--- src/rtl/tre_pkg.sv ---
package tre_pkg;
    typedef enum logic [2:0] {
        ST_ROW_HUNT = 3'd0,
        ST_COL_HUNT = 3'd1,
        ST_SEND     = 3'd2,
        ST_ACK      = 3'd3,
        ST_FREE     = 3'd4
    } tre_state_e;
endpackage

--- src/rtl/tre_ring.sv ---
// Token position on a ring of N stations; the position is also the address counter.
module tre_ring #(
    parameter int N  = 16,
    parameter int PW = 4
) (
    input  logic          clk,
    input  logic          rst_n,
    input  logic          step,
    input  logic [N-1:0]  occupied,
    output logic [PW-1:0] pos,
    output logic          hit
);
    localparam logic [PW-1:0] LAST = PW'(N - 1);

    always_ff @(posedge clk or negedge rst_n) begin
        if (!rst_n) begin
            pos <= '0;
        end else if (step) begin
            pos <= (pos == LAST) ? '0 : pos + PW'(1);
        end
    end

    assign hit = occupied[pos];
endmodule

--- src/rtl/tre_reqmap.sv ---
// Row-wide request OR and selection of the requests of one row.
module tre_reqmap #(
    parameter int ROWS = 16,
    parameter int COLS = 16,
    parameter int RW   = 4
) (
    input  logic [ROWS*COLS-1:0] req,
    input  logic [RW-1:0]        row_sel,
    output logic [ROWS-1:0]      row_busy,
    output logic [COLS-1:0]      sel_bits
);
    genvar gr;
    generate
        for (gr = 0; gr < ROWS; gr++) begin : g_row_or
            assign row_busy[gr] = |req[gr*COLS +: COLS];
        end
    endgenerate

    always_comb begin
        sel_bits = '0;
        for (int r = 0; r < ROWS; r++) begin
            if (row_sel == RW'(r)) begin
                sel_bits = req[r*COLS +: COLS];
            end
        end
    end
endmodule

--- src/rtl/tre_ctrl.sv ---
// Sequencer: row hunt, column hunt, send, acknowledge, row release.
module tre_ctrl
    import tre_pkg::*;
(
    input  logic clk,
    input  logic rst_n,
    input  logic row_any,
    input  logic row_hit,
    input  logic col_hit,
    input  logic pend_left,
    input  logic out_ready,
    output logic row_step,
    output logic col_step,
    output logic latch_row,
    output logic retire,
    output logic out_valid,
    output logic ack_on
);
    tre_state_e state, state_n;

    always_ff @(posedge clk or negedge rst_n) begin
        if (!rst_n) begin
            state <= ST_ROW_HUNT;
        end else begin
            state <= state_n;
        end
    end

    always_comb begin
        state_n = state;
        unique case (state)
            ST_ROW_HUNT: if (row_hit)   state_n = ST_COL_HUNT;
            ST_COL_HUNT: if (col_hit)   state_n = ST_SEND;
            ST_SEND:     if (out_ready) state_n = ST_ACK;
            ST_ACK:      state_n = pend_left ? ST_COL_HUNT : ST_FREE;
            ST_FREE:     state_n = ST_ROW_HUNT;
            default:     state_n = ST_ROW_HUNT;
        endcase
    end

    always_comb begin
        row_step  = 1'b0;
        col_step  = 1'b0;
        latch_row = 1'b0;
        retire    = 1'b0;
        out_valid = 1'b0;
        ack_on    = 1'b0;
        unique case (state)
            ST_ROW_HUNT: begin
                latch_row = row_hit;
                row_step  = row_any && !row_hit;
            end
            ST_COL_HUNT: col_step = !col_hit;
            ST_SEND: begin
                out_valid = 1'b1;
                retire    = out_ready;
            end
            ST_ACK:  ack_on   = 1'b1;
            ST_FREE: row_step = 1'b1;
            default: ;
        endcase
    end
endmodule

--- src/rtl/aer_token_encoder.sv ---
module aer_token_encoder #(
    parameter int ROWS = 16,
    parameter int COLS = 16
) (
    input  logic                     clk,
    input  logic                     rst_n,
    input  logic [ROWS*COLS-1:0]     nrn_req,
    output logic [ROWS*COLS-1:0]     nrn_ack,
    output logic                     aer_valid,
    input  logic                     aer_ready,
    output logic [$clog2(ROWS)-1:0]  aer_row,
    output logic [$clog2(COLS)-1:0]  aer_col
);
    localparam int RW = $clog2(ROWS);
    localparam int CW = $clog2(COLS);
    localparam int NN = ROWS * COLS;

    logic [ROWS-1:0] row_busy;
    logic [COLS-1:0] sel_bits;
    logic [COLS-1:0] pend;
    logic [RW-1:0]   rpos;
    logic [CW-1:0]   cpos;
    logic            row_hit, col_hit;
    logic            row_step, col_step, latch_row, retire, ack_on;

    tre_reqmap #(.ROWS(ROWS), .COLS(COLS), .RW(RW)) u_map (
        .req      (nrn_req),
        .row_sel  (rpos),
        .row_busy (row_busy),
        .sel_bits (sel_bits)
    );

    tre_ring #(.N(ROWS), .PW(RW)) u_row_ring (
        .clk      (clk),
        .rst_n    (rst_n),
        .step     (row_step),
        .occupied (row_busy),
        .pos      (rpos),
        .hit      (row_hit)
    );

    tre_ring #(.N(COLS), .PW(CW)) u_col_ring (
        .clk      (clk),
        .rst_n    (rst_n),
        .step     (col_step),
        .occupied (pend),
        .pos      (cpos),
        .hit      (col_hit)
    );

    tre_ctrl u_ctrl (
        .clk       (clk),
        .rst_n     (rst_n),
        .row_any   (|row_busy),
        .row_hit   (row_hit),
        .col_hit   (col_hit),
        .pend_left (|pend),
        .out_ready (aer_ready),
        .row_step  (row_step),
        .col_step  (col_step),
        .latch_row (latch_row),
        .retire    (retire),
        .out_valid (aer_valid),
        .ack_on    (ack_on)
    );

    // Snapshot of the granted row; later arrivals wait for the next visit.
    always_ff @(posedge clk or negedge rst_n) begin
        if (!rst_n) begin
            pend <= '0;
        end else if (latch_row) begin
            pend <= sel_bits;
        end else if (retire) begin
            pend[cpos] <= 1'b0;
        end
    end

    genvar gi;
    generate
        for (gi = 0; gi < NN; gi++) begin : g_ack
            assign nrn_ack[gi] = ack_on && (rpos == RW'(gi / COLS))
                                        && (cpos == CW'(gi % COLS));
        end
    endgenerate

    assign aer_row = rpos;
    assign aer_col = cpos;
endmodule

--- config.mk ---
export PLATFORM = sky130hd
export DESIGN_NAME = aer_token_encoder
export DESIGN_NICKNAME = d
export VERILOG_FILES = /design/src/rtl/tre_pkg.sv /design/src/rtl/tre_ring.sv /design/src/rtl/tre_reqmap.sv /design/src/rtl/tre_ctrl.sv /design/src/rtl/aer_token_encoder.sv
export SDC_FILE = /design/constraint.sdc
export NUM_CORES = 1
export LEC_CHECK = 0
export CORE_AREA = 5 5 203 205
export CTS_CLUSTER_SIZE = 12
export DETAILED_ROUTE_END_ITERATION = 10
export DIE_AREA = 0 0 208 210
export HOLD_SLACK_MARGIN = 0.02
export PLACE_DENSITY_LB_ADDON = 0.05
export SLEW_MARGIN = 10
export SYNTH_ARGS = -nofsm -noshare
export SYNTH_HDL_FRONTEND = slang
export SYNTH_SLANG_ARGS = --single-unit
--- constraint.sdc ---
create_clock -name clk -period 2.74 [get_ports clk]
set_clock_uncertainty 0.05 [all_clocks]
set_input_delay 0.411 -clock clk [delete_from_list [all_inputs] [get_ports clk]]
set_output_delay 0.411 -clock clk [all_outputs]
set_load 0.03 [all_outputs]
==> reports/metrics.csv, run 1 <==
metric;value;unit
share of the synthesized area in the top cell type;19.00;%
most instantiated flip-flop cell in the synthesis netlist;dfrtp_1;
cell class contributing the biggest share of worst-path delay;simple AND/OR/NAND/NOR gates;
final core utilization;36.97;%
insertion delay of the later-clocked pin in the worst-skew pair;0.27;ns
total half-perimeter wirelength after legalization and detailed placement;43.40;mm
violation count after the first detailed-route iteration;705;
critical path arrival;2.83;ns
Pwr Total;7.663;mW
routability-driven placement congestion ratio;0.8745;
Setup CP Type;in -> reg;
layout filler cell count;4233;
worst min path class;in -> async;
post-synthesis cell type count;52;
fraction of synthesis flops using an asynchronous set or reset pin;100.0;%
CTS tree;done;
register share of total power;10.0;%
vias after detailed routing;10720;
proportion of synthesized chip area in sequential cells;11.40;%
area leader, netlist;nor2_1;
status;completed;
# port buffers;523;
Reg clk slew, reported paths;0.07;ns
largest vdd supply drop;0.3385;mV
final-report max-slew violation count;0;
largest net degree at the start of global routing;57;
chip width;208;um
CTS Sinks;27;
number of global-route vias before repair;10980;
CP peak stage delay;0.45;ns
total wire length after detailed routing;50.56;mm
combinational cell fraction of total power;85.6;%
final worst-path cycle share;99.53;%
Levels on crit path;9;
flop and latch count out of synthesis;27;
Maximum Capacitance Violations;0;
Startpoint Class;input pin;
end of the worst register-to-register path;pend[6];
Setup WS post-layout;0.01280;ns
Post-Syn Area;5928;sq um
global-route wire length before repair;72.31;mm
number of search-and-repair iterations in the first detailed-routing pass;5;
Max Clk Rate;366.7;MHz
number of antenna violations at the first check in global routing;1;
Yosys Warn Count;0;
vertical extent of the die;210;um
share of post-route cells with drive strength above 1;42.49;%
cell leakage power;6.044;nW
Final Cell Area;14520;sq um
count of inserted antenna diode cells;0;
worst path cell trace;clkdlybuf4s50_1, nor4_2, buf_4, nand4_1, a32oi_1, o2111ai_2, nor4b_4, o21ai_2, mux2_1;
Critical Path RT;2.84;ns
P_int;3.613;mW
antenna-violating nets left;0;
Bufs on Longest Clock Path;2;
largest fanout on the critical path;3;
CP Capture Type;flop;
cell with the most instances after synthesis;nor2_1;
CTS Buf Count;3;
worst setup timing slack at the placement stage;-0.3601;ns
power density of the placed cells;527.7;nW/um^2
switching part of the total power;52.85;%
Clk Tree Root Cell;clkbuf_16;
Placed Instance Area;14060;sq um
count of unresolved DRC violations after routing;0;
post-layout min period;2.727;ns
Placement Rows;73;
count of flip-flops with a built-in enable after synthesis;0;
ranking of synthesized cells by instance count;nor2_1, nand2_1, clkbuf_1, nor4_1, a21oi_1;
FF-to-FF path depth;10;
routed wirelength normalized by instance count;21.59;um
startpoint of the worst-slack reg-to-reg timing path;u_row_ring.pos[0];
overall track demand over capacity in global routing;21.30;%
overall die area;43680;sq um
worst-case headroom to the max-slew limit;51.79;%
switching power total;4.050;mW
Net count, final;2085;
I/O pin count;524;
slowest stage cell, crit path;clkdlybuf4s50_1;
Final Setup Violations;0;
critical path buffer and inverter count;2;
largest cells by area after synthesis;nor2_1, dfrtp_1, nand2_1, nor4_1, a21oi_1;
number of buffers inserted for hold repair after clock tree synthesis;0;
Gate Count Post-Synth;1046;
setup slack, reg-to-reg;0.12;ns
Starting Density;15.09;%
Hold Fails Final Rpt;0;
Core Region;39280;sq um
syn_area_per_cell;5.667;sq um
syn nets;1313;
total overflow reported by the global router;0;
transition time at the pin with the least slew margin;0.7224;ns
# H-tree levels;1;
setup repair after global routing missed its margin;yes;
Clock power frac;4.4;%
via density per instance;4.579;
setup TNS;0;ns
growth of design area from synthesis to finish;145.0;%
sequential cells by signal, indices dropped and copies added, names as in the netlist:
signal / cells
pend: 16
u_ctrl.state: 3
u_row_ring.pos: 4
u_col_ring.pos: 4
power by group through the flow:
stage,sequential (mW),combinational (mW),clock (mW)
2_1_floorplan,0.804,3.09,0
4_1_cts,0.758,6.38,0.348
5_1_grt,0.786,7.08,0.364
3_5_place_dp,0.762,6.24,0
6_report,0.763,6.56,0.339
3_3_place_gp,0.759,6.22,0
stage by stage:
stage	hold WS (ns)	std cells
floorplan	0.06541	1046
global placement	0.5178	2336
detailed placement	0.5206	2336
CTS	0.5038	2340
global route	0.5209	2342
finish	0.4842	2342
layout make-up:
class                   count  area, sq um  area share [%]
multi-input cells         877         5474           37.70
clock inverters             1        5.005         0.03446
repair buffers            867         7473           51.46
well taps                 525        656.9           4.524
clock buffers               3        75.07          0.5170
flip-flops and latches     27        676.9           4.661
inverters                  42        160.2           1.103
timing repair:
| action | 4_1_cts | 5_1_grt |
|---|---|---|
| endpoints found under the setup margin | 34 | 92 |
| gates cloned | 0 | 1 |
| setup buffers | 0 | 1 |
| resized for setup | 26 | 63 |
| pin swaps | 3 | 12 |
| endpoints found under the hold margin | 0 | 0 |
worst max path at each step:
stage                           start                 to
global route             nrn_req[104]    u_ctrl.state[0]
global placement         nrn_req[193]  u_row_ring.pos[0]
CTS                 u_row_ring.pos[1]       nrn_ack[206]
finish                   nrn_req[200]  u_row_ring.pos[0]
detailed placement       nrn_req[192]  u_row_ring.pos[1]
floorplan           u_row_ring.pos[0]       nrn_ack[192]
kinds of logic (layout without fill, tap and decap cells):
group	Yosys count	count (layout)	share of synthesized area, %
compound gates	234	234	26.04
flops	27	27	11.40
fa+ha+maj	8	8	1.689
buf+inv	142	913	10.24
mux	23	23	4.791
xor+xnor	2	2	0.2955
simple gates	610	610	45.55
worst reg2reg max path, delay by kind of cell, from the launching register on:
| kind | cells | cell delay [ns] |
|---|---|---|
| AO/OA/AOI/OAI | 3 | 0.86 |
| adder cells (fa/ha/maj) | 1 | 0.24 |
| buffers and inverters | 4 | 0.76 |
| flip-flops | 1 | 0.41 |
| multiplexers | 1 | 0.05 |
| AND/OR/NAND/NOR | 1 | 0.12 |
layout by cell type (no fill, tap or decap), drive strengths merged, types with 7 or more instances in the layout:
| cell type | n |
|---|---|
| a21oi | 67 |
| o31ai | 17 |
| nand3 | 20 |
| dfrtp | 27 |
| inv | 42 |
| nand2 | 146 |
| o21ai | 54 |
| buf | 593 |
| dlymetal6s2s | 7 |
| nor2 | 303 |
| a311oi | 16 |
| nor4 | 74 |
| o221ai | 16 |
| nor3 | 21 |
| a221oi | 16 |
| nand4 | 35 |
| clkdlybuf4s50 | 260 |
| a32oi | 22 |
| a31oi | 16 |
| mux2i | 16 |
| clkbuf | 9 |
| ha | 8 |
per-layer routing:
| metal | track usage, % | up-vias | part of all wire, % |
|---|---|---|---|
| li1 | - | 5306 | - |
| met1 | 26.02 | 4979 | 41 |
| met2 | 40.48 | 391 | 52 |
| met3 | 3.081 | 46 | 4.7 |
| met4 | 3.171 | 2 | 2.0 |
| met5 | 0 | - | 0.022 |
Power figures use the tool's default switching activity.
==> run 2: changes to the inputs <==
--- a/config.mk
+++ b/config.mk
@@ -11,7 +11,8 @@
 export DIE_AREA = 0 0 208 210
 export HOLD_SLACK_MARGIN = 0.02
 export PLACE_DENSITY_LB_ADDON = 0.05
-export SLEW_MARGIN = 10
+export REMOVE_ABC_BUFFERS = 1
+export SKIP_CTS_REPAIR_TIMING = 1
 export SYNTH_ARGS = -nofsm -noshare
 export SYNTH_HDL_FRONTEND = slang
 export SYNTH_SLANG_ARGS = --single-unit
==> reports/metrics.csv, run 2 (synthesis results as in run 1) <==
metric;value;unit;change
routed wirelength normalized by instance count;22.49;um;+4.2%
top flop regs;pend: 16 flops, u_col_ring.pos: 4 flops, u_row_ring.pos: 4 flops;;
power density of the placed cells;527.8;nW/um^2;about the same
insertion delay of the later-clocked pin in the worst-skew pair;0.27;ns;about the same
worst-case headroom to the max-slew limit;55.08;%;+3.3 points
share of post-route cells with drive strength above 1;34.77;%;-7.7 points
CTS tree;done;;
Bufs on Longest Clock Path;2;;unchanged
growth of design area from synthesis to finish;127.4;%;
busiest layer in global routing;met2;;
violation count after the first detailed-route iteration;732;;+3.8%
status;completed;;
Placement Rows;73;;unchanged
# H-tree levels;1;;unchanged
most common cell after layout, fill and taps aside;buf_4;;
routability-driven placement congestion ratio;0.9182;;+5.0%
commonest cells after routing, fill and taps aside;buf_4, nor2_1, clkdlybuf4s50_1, nand2_1, dlymetal6s2s_1;;
count of placed standard cells in the final layout, fillers left out;2226;;-5.0%
final core utilization;34.32;%;-2.7 points
Maximum Capacitance Violations;0;;unchanged
smallest hold slack;0.4798;ns;-0.004378 ns
critical path arrival;2.80;ns;-0.03 ns
# port buffers;523;;unchanged
overall track demand over capacity in global routing;20.84;%;-0.47 points
Top cell by count, worst path;buf_4;;
Core Region;39280;sq um;unchanged
post-layout min period;2.698;ns;-0.02876 ns
max reg flops;16;;unchanged
met3 routing resource usage after global routing;4.629;%;+1.5 points
overall die area;43680;sq um;unchanged
number of global-route vias before repair;10580;;-3.7%
cell leakage power;6.104;nW;+0.99%
number of antenna violations at the first check in global routing;9;;+8
Reg with most FFs;pend;;
global-route wire length before repair;70.45;mm;-2.6%
CP Capture Type;flop;;
Setup CP Type;reg -> reg;;
Pwr Total;7.114;mW;-7.2%
placed cell count;2214;;-5.2%
Starting Density;15.09;%;unchanged
worst min path class;in -> async;;
vias after detailed routing;10450;;-2.6%
Max Clk Rate;370.6;MHz;+1.1%
number of search-and-repair iterations in the first detailed-routing pass;5;;unchanged
via density per instance;4.693;;+2.5%
Startpoint Class;flop;;
Critical Path RT;2.84;ns;about the same
transition time at the pin with the least slew margin;0.6731;ns;-0.04935 ns
Hold Fails Final Rpt;0;;unchanged
layout filler cell count;4316;;+2.0%
slowest stage cell, crit path;o31ai_2;;
chip width;208;um;unchanged
worst path cell trace;inv_2, ha_2, buf_12, buf_4, a21oi_1, a221oi_2, nor3_1, o31ai_2, buf_4, mux2i_1;;
Reg clk slew, reported paths;0.08;ns;about the same
largest vdd supply drop;0.3702;mV;+9.4%
Final Setup Violations;0;;unchanged
CP peak stage delay;0.46;ns;about the same
Net count, final;1965;;-5.8%
total half-perimeter wirelength after legalization and detailed placement;42.18;mm;-2.8%
antenna-violating nets left;0;;unchanged
met1 Usage GRT;25.61;%;-0.41 points
final worst-path cycle share;98.48;%;-1.0 points
total overflow reported by the global router;0;;unchanged
CTS Buf Count;3;;unchanged
largest net degree at the start of global routing;35;;-39%
final-report max-slew violation count;0;;unchanged
total wire length after detailed routing;50.07;mm;-0.96%
count of unresolved DRC violations after routing;0;;unchanged
Global Route met2 Usage;36.89;%;-3.6 points
CTS Sinks;27;;unchanged
I/O pin count;524;;unchanged
largest fanout on the critical path;29;;+26
Clk Tree Root Cell;clkbuf_16;;
vertical extent of the die;210;um;unchanged
-- run 2: cell types whose count changed in the layout (fill, tap and decap cells not counted), moves of 3 or more --
| cell | change |
|---|---|
| nor4_4 | +11 |
| nor4_1 | -28 |
| clkbuf_2 | -5 |
| nor2_2 | -41 |
| nor2_1 | +93 |
| nor4_2 | +17 |
| buf_12 | -12 |
| buf_4 | -100 |
| a32oi_1 | -3 |
| diode_2 | +4 |
| dlymetal6s2s_1 | +71 |
| clkdlybuf4s50_1 | -71 |
| nor2_4 | -52 |
-- run 2: cell type report --
cell class              count  area [sq um]  share of cell area, %
diodes                      4         10.01                0.07425
well taps                 525         656.9                  4.873
clock buffers               3         75.07                 0.5569
clock inverters             1         5.005                0.03713
flip-flops and latches     27         678.2                  5.031
repair buffers            747          6591                  48.90
multi-input cells         877          5304                  39.34
inverters                  42         160.2                  1.188
-- run 2: per-layer routing --
layer  wire, um  vias to the layer above
li1           -                     5061
met1      20610                     4831
met2      24390                      468
met3       3503                       74
met4       1500                       12
met5         78                        -
-- run 2: final timing paths --
kind	start	to	slack [ns]	cells after the start
max in group asynchronous	rst_n	u_ctrl.state[0]	1.86	2
min	rst_n	u_col_ring.pos[2]	0.48	2
max reg2reg	u_row_ring.pos[0]	pend[7]	0.04	10
max	u_row_ring.pos[0]	pend[7]	0.04	10
min in group clk	u_ctrl.state[2]	u_ctrl.state[1]	0.50	1
min reg2reg	u_ctrl.state[2]	u_ctrl.state[1]	0.50	1
-- run 2: per-stage QoR --
stage | setup TNS [ns] | cell area [sq um] | setup slack (ns)
2_1_floorplan | -221.61 | 5482 | -1.278
3_3_place_gp | -12.41 | 12480 | -0.6219
3_5_place_dp | -12.31 | 12480 | -0.6215
4_1_cts | -17.27 | 12560 | -0.3553
5_1_grt | -0.3788 | 13480 | -0.03847
6_report | 0 | 13480 | 0.04156
-- run 2: critical path, delay by kind of cell, from the launching register on --
kind	cells	cell delay, ns
flip-flops	1	0.45
multiplexers	1	0.05
AO/OA/AOI/OAI	3	0.88
buffers and inverters	4	0.67
adder cells (fa/ha/maj)	1	0.29
AND/OR/NAND/NOR	1	0.16
-- run 2: power by group --
group | switching (mW) | internal (mW)
logic | 3.43 | 2.53
clock network | 0.151 | 0.198
registers | 0.208 | 0.593
total | 3.79 | 3.32
